===== src/rtl/sertx_pkg.sv =====
package sertx_pkg;
  localparam logic [1:0] A_DATA = 2'd0;
  localparam logic [1:0] A_STAT = 2'd1;
  localparam logic [1:0] A_CTRL = 2'd2;

  localparam int ST_EMPTY = 0;
  localparam int ST_DONE  = 1;
  localparam int CTL_W    = 5;

  // control register, bit 0 = global_en ... bit 4 = ck_en
  typedef struct packed {
    logic ck_en;
    logic flow_en;
    logic dma_en;
    logic tx_en;
    logic global_en;
  } ctl_t;
endpackage


===== src/rtl/sertx_regs.sv =====
module sertx_regs
  import sertx_pkg::*;
#(
  parameter int DATA_W = 8
) (
  input  logic              clk,
  input  logic              rst,
  input  logic              wr_en,
  input  logic [1:0]        wr_addr,
  input  logic [DATA_W-1:0] wr_data,
  input  logic              rd_en,
  input  logic [1:0]        rd_addr,
  output logic [DATA_W-1:0] rd_data,
  input  logic              load,
  input  logic              frame_end,
  output logic [DATA_W-1:0] data_q,
  output logic              buf_empty,
  output logic              done,
  output ctl_t              ctl
);
  logic armed;
  logic dwr, swr, cwr, srd;

  assign dwr = wr_en && (wr_addr == A_DATA);
  assign swr = wr_en && (wr_addr == A_STAT);
  assign cwr = wr_en && (wr_addr == A_CTRL);
  assign srd = rd_en && (rd_addr == A_STAT);

  always_ff @(posedge clk) begin
    if (rst) begin
      data_q    <= '0;
      buf_empty <= 1'b1;
      done      <= 1'b1;
      armed     <= 1'b0;
      ctl       <= '0;
      rd_data   <= '0;
    end else begin
      if (load) buf_empty <= 1'b1;
      if (dwr) begin
        data_q    <= wr_data;
        buf_empty <= 1'b0;
      end
      if (cwr) ctl <= ctl_t'(wr_data[CTL_W-1:0]);

      if (frame_end && buf_empty && !dwr)               done <= 1'b1;
      else if (dwr && armed)                             done <= 1'b0;
      else if (swr && !wr_data[ST_DONE] && ctl.dma_en)   done <= 1'b0;

      if (dwr)              armed <= 1'b0;
      else if (srd && done) armed <= 1'b1;

      if (rd_en) begin
        case (rd_addr)
          A_DATA:  rd_data <= data_q;
          A_STAT:  rd_data <= DATA_W'({done, buf_empty});
          A_CTRL:  rd_data <= DATA_W'(ctl);
          default: rd_data <= '0;
        endcase
      end
    end
  end

  // done only rises with nothing waiting
  a_r5_done_needs_empty: assert property (@(posedge clk) disable iff (rst)
    $rose(done) |-> buf_empty);

  // done only falls through one of the two clear paths
  a_r6_done_clear_path: assert property (@(posedge clk) disable iff (rst)
    $fell(done) |-> ($past(dwr && armed) || $past(swr && !wr_data[ST_DONE] && ctl.dma_en)));

  // empty only falls after a data write
  a_r4_empty_fall: assert property (@(posedge clk) disable iff (rst)
    $fell(buf_empty) |-> $past(dwr));
endmodule


===== src/rtl/sertx_shift.sv =====
module sertx_shift #(
  parameter int DATA_W = 8,
  parameter int OVS    = 16
) (
  input  logic              clk,
  input  logic              rst,
  input  logic              baud_tick,
  input  logic              en_run,
  input  logic              flow_en,
  input  logic              cts_n,
  input  logic              ck_en,
  input  logic              buf_empty,
  input  logic [DATA_W-1:0] data_q,
  output logic              load,
  output logic              frame_end,
  output logic              tx,
  output logic              ck
);
  localparam int FRAME_BITS = DATA_W + 2;
  localparam int TW = (OVS > 1) ? $clog2(OVS) : 1;
  localparam int BW = $clog2(FRAME_BITS);
  localparam logic [TW-1:0] T_LAST = TW'(OVS - 1);
  localparam logic [TW-1:0] T_HALF = TW'(OVS / 2);
  localparam logic [BW-1:0] B_LAST = BW'(FRAME_BITS - 1);
  localparam logic [BW-1:0] B_DLO  = BW'(1);
  localparam logic [BW-1:0] B_DHI  = BW'(DATA_W);

  logic [FRAME_BITS-1:0] shreg;
  logic [TW-1:0]         tcnt;
  logic [BW-1:0]         bcnt;
  logic                  busy, is_data, en_eff, idle_pend;
  logic                  start_ok, start_idle, start_data, bit_end;

  assign start_ok   = !busy && en_eff && en_run && (!flow_en || !cts_n);
  assign start_idle = start_ok && idle_pend;
  assign start_data = start_ok && !idle_pend && !buf_empty;
  assign bit_end    = busy && baud_tick && (tcnt == T_LAST);
  assign frame_end  = bit_end && (bcnt == B_LAST);
  assign load       = start_data;
  assign tx         = shreg[0];
  assign ck         = ck_en && busy && is_data && (bcnt >= B_DLO) && (bcnt <= B_DHI)
                      && (tcnt >= T_HALF);

  always_ff @(posedge clk) begin
    if (rst) begin
      shreg     <= '1;
      tcnt      <= '0;
      bcnt      <= '0;
      busy      <= 1'b0;
      is_data   <= 1'b0;
      en_eff    <= 1'b0;
      idle_pend <= 1'b0;
    end else begin
      if (!busy) begin
        en_eff <= en_run;
        if (en_run && !en_eff) idle_pend <= 1'b1;
        else if (!en_run)      idle_pend <= 1'b0;
      end
      if (start_idle) begin
        busy      <= 1'b1;
        is_data   <= 1'b0;
        shreg     <= '1;
        tcnt      <= '0;
        bcnt      <= '0;
        idle_pend <= 1'b0;
      end else if (start_data) begin
        busy    <= 1'b1;
        is_data <= 1'b1;
        shreg   <= {1'b1, data_q, 1'b0};
        tcnt    <= '0;
        bcnt    <= '0;
      end else if (busy && baud_tick) begin
        if (bit_end) begin
          tcnt  <= '0;
          shreg <= {1'b1, shreg[FRAME_BITS-1:1]};
          if (bcnt == B_LAST) begin
            busy <= 1'b0;
            bcnt <= '0;
          end else begin
            bcnt <= bcnt + 1'b1;
          end
        end else begin
          tcnt <= tcnt + 1'b1;
        end
      end
    end
  end

  // a data frame opens with a low start bit
  a_r2_start_low: assert property (@(posedge clk) disable iff (rst)
    start_data |=> (busy && !tx));

  // the idle frame keeps the line high
  a_r3_idle_high: assert property (@(posedge clk) disable iff (rst)
    start_idle |=> (busy && tx));

  // no frame starts while CTS holds it off
  a_r10_cts_hold: assert property (@(posedge clk) disable iff (rst)
    (!busy && flow_en && cts_n) |=> !busy);

  // no frame starts while disabled
  a_r11_no_start_off: assert property (@(posedge clk) disable iff (rst)
    (!busy && !en_run) |=> !busy);
endmodule


===== src/rtl/sertx_top.sv =====
module sertx_top
  import sertx_pkg::*;
#(
  parameter int DATA_W = 8,
  parameter int OVS    = 16
) (
  input  logic              clk,
  input  logic              rst,
  input  logic              baud_tick,
  input  logic              wr_en,
  input  logic [1:0]        wr_addr,
  input  logic [DATA_W-1:0] wr_data,
  input  logic              rd_en,
  input  logic [1:0]        rd_addr,
  output logic [DATA_W-1:0] rd_data,
  input  logic              cts_n,
  output logic              tx,
  output logic              ck,
  output logic              dma_req
);
  ctl_t              ctl;
  logic [DATA_W-1:0] data_q;
  logic              buf_empty, done, load, frame_end;

  sertx_regs #(.DATA_W(DATA_W)) u_regs (
    .clk(clk), .rst(rst),
    .wr_en(wr_en), .wr_addr(wr_addr), .wr_data(wr_data),
    .rd_en(rd_en), .rd_addr(rd_addr), .rd_data(rd_data),
    .load(load), .frame_end(frame_end),
    .data_q(data_q), .buf_empty(buf_empty), .done(done), .ctl(ctl)
  );

  sertx_shift #(.DATA_W(DATA_W), .OVS(OVS)) u_shift (
    .clk(clk), .rst(rst), .baud_tick(baud_tick),
    .en_run(ctl.global_en && ctl.tx_en),
    .flow_en(ctl.flow_en), .cts_n(cts_n), .ck_en(ctl.ck_en),
    .buf_empty(buf_empty), .data_q(data_q),
    .load(load), .frame_end(frame_end), .tx(tx), .ck(ck)
  );

  assign dma_req = ctl.dma_en && buf_empty;

  // reset state of the line and of both flags
  a_r1_reset_state: assert property (@(posedge clk)
    $past(rst) |-> (tx && buf_empty && done && !dma_req));
endmodule


===== config.mk =====
export PLATFORM = sky130hd
export DESIGN_NAME = sertx_top
export DESIGN_NICKNAME = d
export VERILOG_FILES = /design/src/rtl/sertx_pkg.sv /design/src/rtl/sertx_regs.sv /design/src/rtl/sertx_shift.sv /design/src/rtl/sertx_top.sv
export SDC_FILE = /design/constraint.sdc
export NUM_CORES = 1
export LEC_CHECK = 0
export ABC_AREA = 1
export ABC_CLOCK_PERIOD_IN_PS = 3600
export BUFFER_PORTS_ARGS = -buffer_cell sky130_fd_sc_hd__buf_4
export CAP_MARGIN = 20
export CORE_MARGIN = 8
export CORE_UTILIZATION = 46
export CTS_BUF_LIST = sky130_fd_sc_hd__clkbuf_4 sky130_fd_sc_hd__clkbuf_8 sky130_fd_sc_hd__clkbuf_16
export CTS_CLUSTER_DIAMETER = 100
export DETAILED_ROUTE_END_ITERATION = 12
export PLACE_DENSITY_LB_ADDON = 0.12
export SLEW_MARGIN = 20
export SYNTH_ARGS = -nofsm -noshare
export SYNTH_HDL_FRONTEND = slang
export SYNTH_HIERARCHICAL = 1
export SYNTH_SLANG_ARGS = --single-unit

===== constraint.sdc =====
create_clock -name clk -period 3.6 [get_ports clk]
set_input_delay 0.72 -clock clk [delete_from_list [all_inputs] [get_ports clk]]
set_output_delay 0.72 -clock clk [all_outputs]
set_load 0.02 [all_outputs]

# Word level (Yosys, flattened, before mapping)
# Index checks and enable logic that the tools add are counted.
[op_classes] addsub=2 n_lt_le_gt_ge=3 n_eq_ne=7 muxes=17 bitwise_logic=1 n_reduce_logical=53
[op_table] operator="logical AND 1 bit" n=27
[op_table] operator="two-way mux 9 bit" n=3
[op_table] operator="case mux 8 bit (3 select lines)" n=1
[op_table] operator="two-way mux 1 bit" n=11
[op_table] operator="nonzero test 3 bit" n=3
[op_table] operator="adder 4 x 1 -> 4 bit, second input constant" n=2
[op_table] operator="== test 4 bit, second input constant" n=2
[op_table] operator="logical NOT 1 bit" n=8
[op_table] operator="two-way mux 4 bit" n=2
[op_table] operator="nonzero test 2 bit" n=4
[op_table] operator="AND reduction 2 bit" n=3
[op_table] operator="OR reduction 2 bit" n=3
[op_table] operator="== test 2 x 1 -> 1 bit, second input constant" n=2
[op_table] operator="== test 2 bit, second input constant" n=2
[op_table] operator="greater-or-equal comparator 4 x 1 -> 1 bit, second input constant" n=1
[op_table] operator="greater-or-equal comparator 4 bit, second input constant" n=1
[op_table] operator="less-or-equal comparator 4 bit, second input constant" n=1
[op_table] operator="logical NOT 2 bit" n=2
[op_table] operator="AND reduction 3 bit" n=1
[op_table] operator="OR reduction 3 bit" n=1
[op_table] operator="inequality test 2 bit, second input constant" n=1
[op_table] operator="logical OR 1 bit" n=1
[op_table] operator="NOT 1 bit" n=1
[word_totals] register_bits=45 output_inout_bits=11

# Depth between registers and ports, before layout
[depth] ltp_word=8 mapped_depth=9

# Hierarchy
# Netlist, hierarchy kept.
[modules_own_cells] mod="sertx_shift" n_inst=1 cells_each=167 area_per_inst_um2=1209.9
[modules_own_cells] mod="sertx_regs" n_inst=1 cells_each=128 area_per_inst_um2=979.7
[modules_own_cells] mod="sertx_top" n_inst=1 cells_each=4 area_per_inst_um2=15.0

# Worst setup path after synthesis
# Ideal clock, no wire load.
[synth_path] path_kind="register to output" start="register u_shift.bcnt[2]" end="output ck" arrival_ns=0.875 slack_ns=2.005 stages_incl_launch_ff=5 n_path_buf=0 path_cell_list="dfxtp_1 -> inv_1 -> nand3_1 -> xor2_1 -> nor2_1"
[synth_between] elab_chain_cells=4 word_cells_on_any_way=5 cone_classes="order compare: 2; reduce/logical: 3"
[synth_rtl] element="start: declaration" line_no="sertx_shift.sv:30" rtl="logic [BW-1:0] bcnt;"
[synth_rtl] element="start signal: assignment" line_no="sertx_shift.sv:80" rtl="bcnt <= bcnt + 1'b1;"
[synth_rtl] element="greater-or-equal comparator 4 x 1 -> 1 bit" line_no="sertx_shift.sv:41" rtl="assign ck = ck_en && busy && is_data && (bcnt >= B_DLO) && (bcnt <= B_DHI)"
[synth_rtl] element="logical AND 1 bit" line_no="sertx_shift.sv:41"
[synth_rtl] element="logical AND 1 bit (*)" line_no="sertx_shift.sv:41"
[synth_rtl] element="logical AND 1 bit (*)" line_no="sertx_shift.sv:42" rtl="&& (tcnt >= T_HALF);"
[synth_rtl] element="end: declaration" line_no="sertx_top.sv:18" rtl="output logic ck,"
# Mark *: on every way between the ends. The rest lies on a longest branch, timed or not.

# Worst setup path after layout
[layout_path] start="register u_shift.busy" end="output ck"
[layout_between] elab_chain_cells=5
[layout_rtl] element="start: declaration" line_no="sertx_shift.sv:31" rtl="logic busy, is_data, en_eff, idle_pend;"
[layout_rtl] element="start signal: assignment" line_no="sertx_shift.sv:49" rtl="busy <= 1'b0;"
[layout_rtl] element="start signal: assignment" line_no="sertx_shift.sv:60" rtl="busy <= 1'b1;"
[layout_rtl] element="start signal: assignment" line_no="sertx_shift.sv:67" rtl="busy <= 1'b1;"
[layout_rtl] element="logical AND 1 bit (4 in a row)" line_no="sertx_shift.sv:41"
[layout_rtl] element="logical AND 1 bit" line_no="sertx_shift.sv:42"
# Every way passes these cells.

==> summary.txt <==
Power
  – Pwr Total: between 900 and 1000 uW
  – Worst VDD drop: 0.2123 mV
  – PD cells: just under 400 mW/mm2
  – Leakage: 0.001175 uW

Clock tree
  – Clock Sinks: 45
  – CTS tree: yes
  – Clock Tree Buf Depth: 2
  – Clock transition at the registers of the reported paths: 0.08 ns
  – Clock Root Buffer: clkbuf_8
  – Resized cells post-CTS: 0
  – Post-CTS setup buffer count: 0
  – CTS H-tree depth: 2
  – Clock Latency Late Sink: 0.30 ns
  – Hold Buf Count CTS: 0
  – Total CTS buffers: 5

Critical path
  – FF-to-FF End: u_regs/done$_SDFFE_PP1P_
  – Delay-heaviest family, CP: flip-flops
  – Worst r2r path cells: 6
  – Setup crit start: u_shift/busy$_SDFFE_PP0P_
  – Critical Path End: ck
  – WP depth: 3
  – Reg-to-reg slack, setup: between 2 and 2.5 ns
  – Max stage delay on crit path: approximately 0.64 ns
  – R2r startpoint: u_shift/busy$_SDFFE_PP0P_
  – CP Launch Type: register
  – Crit path buffers/inverters: 1
  – Worst Setup End Kind: output port
  – Setup CP Type: reg -> out
  – Crit path max fanout: 9
  – CP Cell Sequence: nand4_1 > nor2_1 > buf_4
  – Arr. time, crit path: between 1 and 1.5 ns
  – CP required: around 2.9 ns
  – Crit-path slowest cell: dfxtp_1

Finish
  – Proportion of layout cells with a drive suffix above 1: 17.99%
  – Antenna diodes: 0
  – Final nets: between 300 and 400
  – FILL cells: 474
  – Layout overhead on the synthesized area: 14.98%

Synth
  – Yosys reg bits: 45
  – Synth top area share: 40.86%
  – Mapped Cells: 299
  – Syn Nets: between 300 and 400
  – Main synth FF type: dfxtp_1
  – Most instantiated cells after synthesis: 65 x nand2_1, 45 x dfxtp_1, 44 x nand3_1, 35 x inv_1, 31 x nor2_1
  – Synth area leaders: dfxtp_1 41%, nand2_1 11%, nand3_1 10%, inv_1 6.0%, nor2_1 5.3%
  – Syn Std Cell Area: 0.002205 mm2
  – Ys async rst share: 0%
  – Seq/Total Area, Yosys: 40.86%
  – Most numerous cell in the Yosys netlist: nand2_1
  – Yosys cell types: 30
  – Synth Area per Inst: 7.373 um2
  – EDFF count, synth: 0
  – Synthesis warning total: 6
  – Cell taking the most area after synthesis: dfxtp_1

Place
  – Placement Setup Slack: around 1.8 ns
  – PortBufs: 28
  – GP Congestion: 0.9176
  – HPWL after DPL: about 3600 um

Run status
  – Outcome: complete, no violations

STA
  – Fin. max-slew vios: 0
  – Worst-Margin Slew: 0.5022 ns
  – Setup_tns: 0 ns
  – Max transition margin: 66.48%
  – Fmax: 0.4792 GHz
  – Max Clock Skew: between 0.007 and 0.008 ns
  – Final period utilization: 57.97%
  – Fin. Hold Viols: 0
  – RSZ-0062 raised after global routing: false
  – Final setup violation count: 0
  – Final min period: about 2.1 ns
  – Final worst-path setup slack: 1.513 ns

Floorplanning
  – Row count: 25
  – Die W: around 85 um
  – Initial Util: a little under half
  – Ports: 29
  – Core area: 0.004661 mm2
  – Die height: about 85 um
  – Die area: 0.007264 mm2

Global route
  – Largest net degree at the start of global routing: 19
  – First-pass GRT wire length: 8424 um
  – Initial antenna violation count: 0
  – Vias in the first global route: 1893
  – GRT Util Overall: 14.37%
  – Grt ovf: 0

Worst hold path
  – Worst Hold Class: reg -> reg

Routing
  – 1st-iter DRT viols: 87
  – WL final: 4877 um
  – Vias per cell: 5.110
  – Via count: between 1500 and 2000
  – DR pass1 iterations: 4
  – DRC: 0
  – WL/cell: about 13 um
  – Antenna-violating nets left: 0

Job
  – Max-cap violations: 0
state kept, by name (all words and copies together) (netlist names):
register	cells
u_regs/rd_data	8
u_shift/is_data	1
u_regs/buf_empty	1
u_shift/shreg	9
u_regs/data_q	8
u_regs/armed	1
u_shift/bcnt	4
u_shift/busy	1
u_regs/ctl	5
u_shift/idle_pend	1
u_shift/tcnt	4
u_shift/en_eff	1
u_regs/done	1
cells by family after synthesis:
group,count (synthesis),synth area share (%)
AND/OR/NAND/NOR,171,39.33
buffers and inverters,45,9.308
flip-flops,45,40.86
AO/OA/AOI/OAI,34,8.570
XOR/XNOR,2,0.7947
adder cells (fa/ha/maj),2,1.135
worst min-delay path by stage:
stage,from,endpoint,slack [ns],cells past startpoint
floorplan,u_shift/is_data$_SDFFE_PP0P_,u_shift/is_data$_SDFFE_PP0P_,0.43,2
CTS,u_shift/is_data$_SDFFE_PP0P_,u_shift/is_data$_SDFFE_PP0P_,0.46,2
detailed placement,u_shift/is_data$_SDFFE_PP0P_,u_shift/is_data$_SDFFE_PP0P_,0.45,2
finish,u_shift/is_data$_SDFFE_PP0P_,u_shift/is_data$_SDFFE_PP0P_,0.46,2
global placement,u_shift/is_data$_SDFFE_PP0P_,u_shift/is_data$_SDFFE_PP0P_,0.45,2
global route,u_regs/rd_data[1]$_SDFFE_PP0P_,u_regs/rd_data[1]$_SDFFE_PP0P_,0.50,2
area by class of cell:
cell class              count  area [um2]  share of cell area [%]
multi-input cells         209        1099                   43.34
clock buffers               5       68.82                   2.715
flip-flops and latches     45       900.9                   35.54
repair buffers             28       210.2                   8.292
clock inverters             3       46.29                   1.826
inverters                  38       142.6                   5.627
well taps                  54       67.56                   2.665
layout by cell type (no fill, tap or decap), drive strengths merged:
| cell type | instances |
|---|---|
| nand2 | 70 |
| nand3 | 50 |
| dfxtp | 45 |
| inv | 38 |
| nor2 | 37 |
| buf | 28 |
| a21oi | 16 |
| o21ai | 12 |
| nand4 | 9 |
| clkbuf | 5 |
| o211ai | 4 |
| nor3 | 3 |
| xor2 | 2 |
| nand3b | 2 |
| ha | 2 |
| clkinv | 1 |
| bufinv | 1 |
| clkinvlp | 1 |
| o21a | 1 |
| a211oi | 1 |
stage by stage:
step / cell area (um2) / std cells / hold WS, ns / utilization, %
after global placement: 2420 / 374 / 0.4499 / 51.92
after global routing: 2535 / 382 / 0.5041 / 54.39
after CTS: 2535 / 382 / 0.4609 / 54.39
after detailed placement: 2420 / 374 / 0.4461 / 51.92
after floorplan: 2205 / 299 / 0.4333 / -
final: 2535 / 382 / 0.4596 / 54.39
worst min-delay path, stage by stage (launching register included):
cell and delay [ns]:
dfxtp_1 0.32, inv_1 0.06, a21oi_2 0.04
per-layer routing:
metal	wire length (um)	vias up	share of wire, %	track usage [%]
li1	-	1027	-	-
met1	2292	880	47	17.04
met2	2261	41	46	23.08
met3	281	4	5.8	5.695
met4	41	0	0.84	4.531
met5	0	-	0	0
where the power goes:
group,switching [uW],internal [uW]
logic,48.0,32.0
clock network,184,208
registers,9.38,510
total,241,750
(Power assumes the default switching activity.)
